[src/rtl/lsi_pkg.sv]
package lsi_pkg;

    localparam int unsigned DATA_W   = 8;
    localparam int unsigned NSRC     = 3;
    localparam int unsigned NCOND    = 2;
    localparam int unsigned SRC_OPEN = 0;
    localparam int unsigned SRC_ILIM = 1;
    localparam int unsigned SRC_TRIP = 2;

    typedef logic [NSRC-1:0]   src_vec_t;
    typedef logic [DATA_W-1:0] byte_t;

    typedef struct packed {
        logic stat_rd;
        logic mask_rd;
        logic mask_wr;
    } acc_t;

    // register bit position of each source
    function automatic int unsigned src_pos(int unsigned s);
        case (s)
            SRC_OPEN: return 1;
            SRC_ILIM: return 2;
            default:  return 4;
        endcase
    endfunction

    function automatic byte_t place(src_vec_t v);
        byte_t b;
        b = '0;
        for (int unsigned i = 0; i < NSRC; i++) begin
            b[src_pos(i)] = v[i];
        end
        return b;
    endfunction

    function automatic src_vec_t pick(byte_t b);
        src_vec_t v;
        for (int unsigned i = 0; i < NSRC; i++) begin
            v[i] = b[src_pos(i)];
        end
        return v;
    endfunction

endpackage

[src/rtl/lsi_sense.sv]
module lsi_sense
    import lsi_pkg::*;
#(
    parameter int unsigned NC = NCOND
) (
    input  logic          clk,
    input  logic          rst,
    input  logic [NC-1:0] cond_in,
    output logic [NC-1:0] cond_q,
    output logic [NC-1:0] chg
);

    for (genvar g = 0; g < NC; g++) begin : g_cond
        always_ff @(posedge clk) begin
            if (rst) begin
                cond_q[g] <= 1'b0;
            end else begin
                cond_q[g] <= cond_in[g];
            end
        end
        // either direction of change qualifies
        assign chg[g] = cond_in[g] ^ cond_q[g];
    end

endmodule

[src/rtl/lsi_pend.sv]
module lsi_pend
    import lsi_pkg::*;
(
    input  logic     clk,
    input  logic     rst,
    input  src_vec_t set_vec,
    input  logic     clr,
    output src_vec_t pend
);

    for (genvar g = 0; g < NSRC; g++) begin : g_bit
        always_ff @(posedge clk) begin
            if (rst) begin
                pend[g] <= 1'b0;
            end else if (set_vec[g]) begin
                pend[g] <= 1'b1;      // a new set wins over a coincident read
            end else if (clr) begin
                pend[g] <= 1'b0;
            end
        end
    end

endmodule

[src/rtl/lsi_regs.sv]
module lsi_regs
    import lsi_pkg::*;
#(
    parameter int unsigned ADDR_W    = 1,
    parameter int unsigned STAT_ADDR = 0,
    parameter int unsigned MASK_ADDR = 1
) (
    input  logic              clk,
    input  logic              rst,
    input  logic [ADDR_W-1:0] addr,
    input  logic              wr,
    input  logic              rd,
    input  byte_t             wdata,
    input  src_vec_t          status,
    output byte_t             rdata,
    output src_vec_t          mask,
    output acc_t              acc
);

    localparam logic [ADDR_W-1:0] A_STAT = ADDR_W'(STAT_ADDR);
    localparam logic [ADDR_W-1:0] A_MASK = ADDR_W'(MASK_ADDR);

    always_comb begin
        acc.stat_rd = rd && (addr == A_STAT);
        acc.mask_rd = rd && (addr == A_MASK);
        acc.mask_wr = wr && (addr == A_MASK);
    end

    always_ff @(posedge clk) begin
        if (rst) begin
            mask <= '0;
        end else if (acc.mask_wr) begin
            mask <= pick(wdata);
        end
    end

    always_comb begin
        rdata = '0;
        if (acc.stat_rd) begin
            rdata = place(status);
        end else if (acc.mask_rd) begin
            rdata = place(mask);
        end
    end

endmodule

[src/rtl/line_stat_irq.sv]
module line_stat_irq
    import lsi_pkg::*;
#(
    parameter int unsigned ADDR_W    = 1,
    parameter int unsigned STAT_ADDR = 0,
    parameter int unsigned MASK_ADDR = 1
) (
    input  logic              clk,
    input  logic              rst,
    input  logic              open_det,
    input  logic              ilim_det,
    input  logic              trip_evt,
    input  logic [ADDR_W-1:0] bus_addr,
    input  logic              bus_wr,
    input  logic              bus_rd,
    input  logic [DATA_W-1:0] bus_wdata,
    output logic [DATA_W-1:0] bus_rdata,
    output logic              irq
);

    logic [NCOND-1:0] cond_q;
    logic [NCOND-1:0] cond_chg;
    src_vec_t         set_vec;
    src_vec_t         pend_q;
    src_vec_t         mask_q;
    src_vec_t         status;
    acc_t             acc;

    lsi_sense #(.NC(NCOND)) u_sense (
        .clk     (clk),
        .rst     (rst),
        .cond_in ({ilim_det, open_det}),
        .cond_q  (cond_q),
        .chg     (cond_chg)
    );

    always_comb begin
        set_vec           = '0;
        set_vec[SRC_OPEN] = cond_chg[SRC_OPEN];
        set_vec[SRC_ILIM] = cond_chg[SRC_ILIM];
        set_vec[SRC_TRIP] = trip_evt;
    end

    lsi_pend u_pend (
        .clk     (clk),
        .rst     (rst),
        .set_vec (set_vec),
        .clr     (acc.stat_rd),
        .pend    (pend_q)
    );

    // live levels for the conditions, sticky latch for the trip event
    always_comb begin
        status           = '0;
        status[SRC_OPEN] = cond_q[SRC_OPEN];
        status[SRC_ILIM] = cond_q[SRC_ILIM];
        status[SRC_TRIP] = pend_q[SRC_TRIP];
    end

    lsi_regs #(
        .ADDR_W    (ADDR_W),
        .STAT_ADDR (STAT_ADDR),
        .MASK_ADDR (MASK_ADDR)
    ) u_regs (
        .clk    (clk),
        .rst    (rst),
        .addr   (bus_addr),
        .wr     (bus_wr),
        .rd     (bus_rd),
        .wdata  (bus_wdata),
        .status (status),
        .rdata  (bus_rdata),
        .mask   (mask_q),
        .acc    (acc)
    );

    assign irq = |(pend_q & mask_q);

endmodule

[config.mk]
export PLATFORM = sky130hd
export DESIGN_NAME = line_stat_irq
export DESIGN_NICKNAME = d
export VERILOG_FILES = /design/src/rtl/lsi_pkg.sv /design/src/rtl/lsi_sense.sv /design/src/rtl/lsi_pend.sv /design/src/rtl/lsi_regs.sv /design/src/rtl/line_stat_irq.sv
export SDC_FILE = /design/constraint.sdc
export NUM_CORES = 1
export LEC_CHECK = 0
export ABC_AREA = 1
export BUFFER_PORTS_ARGS = -buffer_cell sky130_fd_sc_hd__buf_2
export CORE_AREA = 10 10 47 49
export DETAILED_ROUTE_END_ITERATION = 10
export DIE_AREA = 0 0 57 59
export GPL_TIMING_DRIVEN = 0
export PLACE_DENSITY = 0.63
export SYNTH_ARGS = -nofsm -noshare
export SYNTH_HDL_FRONTEND = slang
export SYNTH_SLANG_ARGS = --single-unit
[constraint.sdc]
create_clock -name clk -period 0.8 [get_ports clk]
set_input_delay 0.08 -clock clk [delete_from_list [all_inputs] [get_ports clk]]
set_output_delay 0.08 -clock clk [all_outputs]
set_load 0.03 [all_outputs]
==> results.json <==
{
  "die_w_um": 57,
  "timing.setup.tns_ns": -0.7617,
  "clk_latency_ns": 0.25,
  "cp.arrival_ns": 0.96,
  "p_leak_nw": 0.3012,
  "whs_ns": 0.06100,
  "max_freq_mhz": 963.8,
  "die_h_um": 59,
  "antenna_found_initial": 0,
  "drv_slew": 0,
  "dp_hpwl_um": 779.6,
  "io_pins": 25,
  "nets": 98,
  "cts-buffers-inserted": 3,
  "postRouteAntennaNets": 0,
  "cp_max_fo": 3,
  "ys_seq_area_frac": 0.4129,
  "post_synth.cell_area_avg_um2": 6.687,
  "grt_setup_unrepaired": "yes",
  "rows": 14,
  "cts_hold_buffers": 0,
  "post-place-ws_ns": -0.01567,
  "drive_gt1_frac": 0.5000,
  "syn_to_final_growth_pct": 48.06,
  "setup_viol": 4,
  "vdd_drop_max_v": 0.0006799,
  "grt_usage": 0.05854,
  "core_area_mm2": 0.001401,
  "postLayoutCoreUtil": 0.4098,
  "stdcell_area_um2": 574.3,
  "post_dp_cell_area_um2": 501.7,
  "drc_errors": 0,
  "layout.cells.non_filler": 96,
  "cts_sinks": 8,
  "status": "complete, but fails checks",
  "powerDensity_mw_per_mm2": 1710,
  "gp_congestion": 0.6965,
  "initial_core_util": 0.2768,
  "worst_slack_ns": -0.2375,
  "grt_pass1_wl_um": 1587,
  "n_antenna_cell": 0,
  "drv_cap": 0,
  "yosysWarnings": 0,
  "min_path_type": "in -> reg",
  "ctsHtreeMaxLevel": 1,
  "overflow": 0,
  "vias_per_cell": 4.156,
  "vias": 399,
  "startpoint_type": "register",
  "cts_tree": "built",
  "grt_pass1_vias": 396,
  "wl_um": 970,
  "drt_first_pass_iters": 2,
  "clkTransAtPathRegs_ns": 0.06,
  "fin_worst_skew_ns": 0.006699,
  "ff2ff_path_depth": 5,
  "dieArea_mm2": 0.003363,
  "nFillCells": 158,
  "cts.path.max_buffers": 2,
  "p_total_mw": 0.9818,
  "synth_seq_cells": 8,
  "end_kind": "output port",
  "holdPathStages": 3,
  "grt_max_degree": 7,
  "hold_viol": 0,
  "numPortBuffers": 14,
  "violations": "negative setup slack",
  "placed_cells": 92,
  "syn-cell-area_um2": 387.9,
  "r2r_slack_ns": 0.06,
  "post_drt_wl_per_cell_um": 10.10,
  "netlist_instances": 58,
  "worst-setup-path-type": "reg -> out",
  "min_period_ns": 1.038,
  "cts.root.buffer_cell": "clkbuf_4",
  "yosysUniqueCellTypes": 11,
  "required_ns": 0.72,
  "drt_iter0_drc": 1,
  "fin_crit_sh": 1.297
}
## layout by cell type, fill, tap and decap left out, types with 2 or more instances in the layout
cell type   n
conb_1      5
buf_2      10
o21ai_0     3
dfxtp_1     2
nand2_2     3
o21ai_2     2
nand3_2     2
inv_2       3
buf_6       2
inv_1       7
a21oi_1     2
clkbuf_4    3
nand2_1    10
buf_4       8
dfxtp_2     6
nor2_1      8
## synth_stat cells, drive strengths merged
library cell / instances / area share
conb: 1 / 0.0097
nand2: 13 / 0.13
inv: 10 / 0.097
dfxtp: 8 / 0.41
nand3: 3 / 0.039
a21oi: 3 / 0.039
buf: 5 / 0.097
o21ai: 6 / 0.077
o211ai: 1 / 0.019
nor2: 8 / 0.077
## cells by family (layout without fill, tap and decap cells)
logic type      after synthesis  after routing  share of synthesized area
other cells                   1              5                   0.009668
compound gates               10             10                     0.1355
flops                         8              8                     0.4129
simple gates                 24             24                     0.2484
buf+inv                      15             33                     0.1936
## registers in the layout, summed over array words and instances, names as in the netlist
name            flops
u_pend.pend         3
u_sense.cond_q      2
u_regs.mask         3
## critical path: stages, from the launching register on
cell      delay, ns
dfxtp_2        0.34
inv_1          0.04
o211ai_1       0.14
buf_4          0.18
## power by group
part / switching [mW] / internal, mW
sequential: 0.0179 / 0.430
clock: 0.142 / 0.172
combinational: 0.132 / 0.0876
## repair_timing
item	4_1_cts	5_1_grt
resized for setup	16	3
setup buffers	1	0
cloned	0	0
setup endpoints to repair	4	5
pin swaps	4	0
## metal layers
metal,part of all wire,track usage
met1,0.34,0.04916
met3,0.078,0.03219
met2,0.56,0.1085
met4,0.027,0.03020
met5,0,0
## area by class of cell
type	instances	area, um2	area share
plain buffers	5	37.54	0.06536
multi-input cells	39	193.9	0.3377
inverters	10	37.54	0.06536
flip-flops and latches	8	167.7	0.2919
repair buffers	15	95.09	0.1656
clock buffers	3	22.52	0.03922
well taps	16	20.02	0.03486
## path summary, 6_finish.rpt
path / startpoint / end
setup reg to reg: u_sense.cond_q[1] / u_pend.pend[1]
hold / removal: trip_evt / u_pend.pend[2]
setup / recovery: u_regs.mask[2] / irq
hold reg to reg: u_pend.pend[2] / u_pend.pend[2]
(Power assumes the default switching activity.)
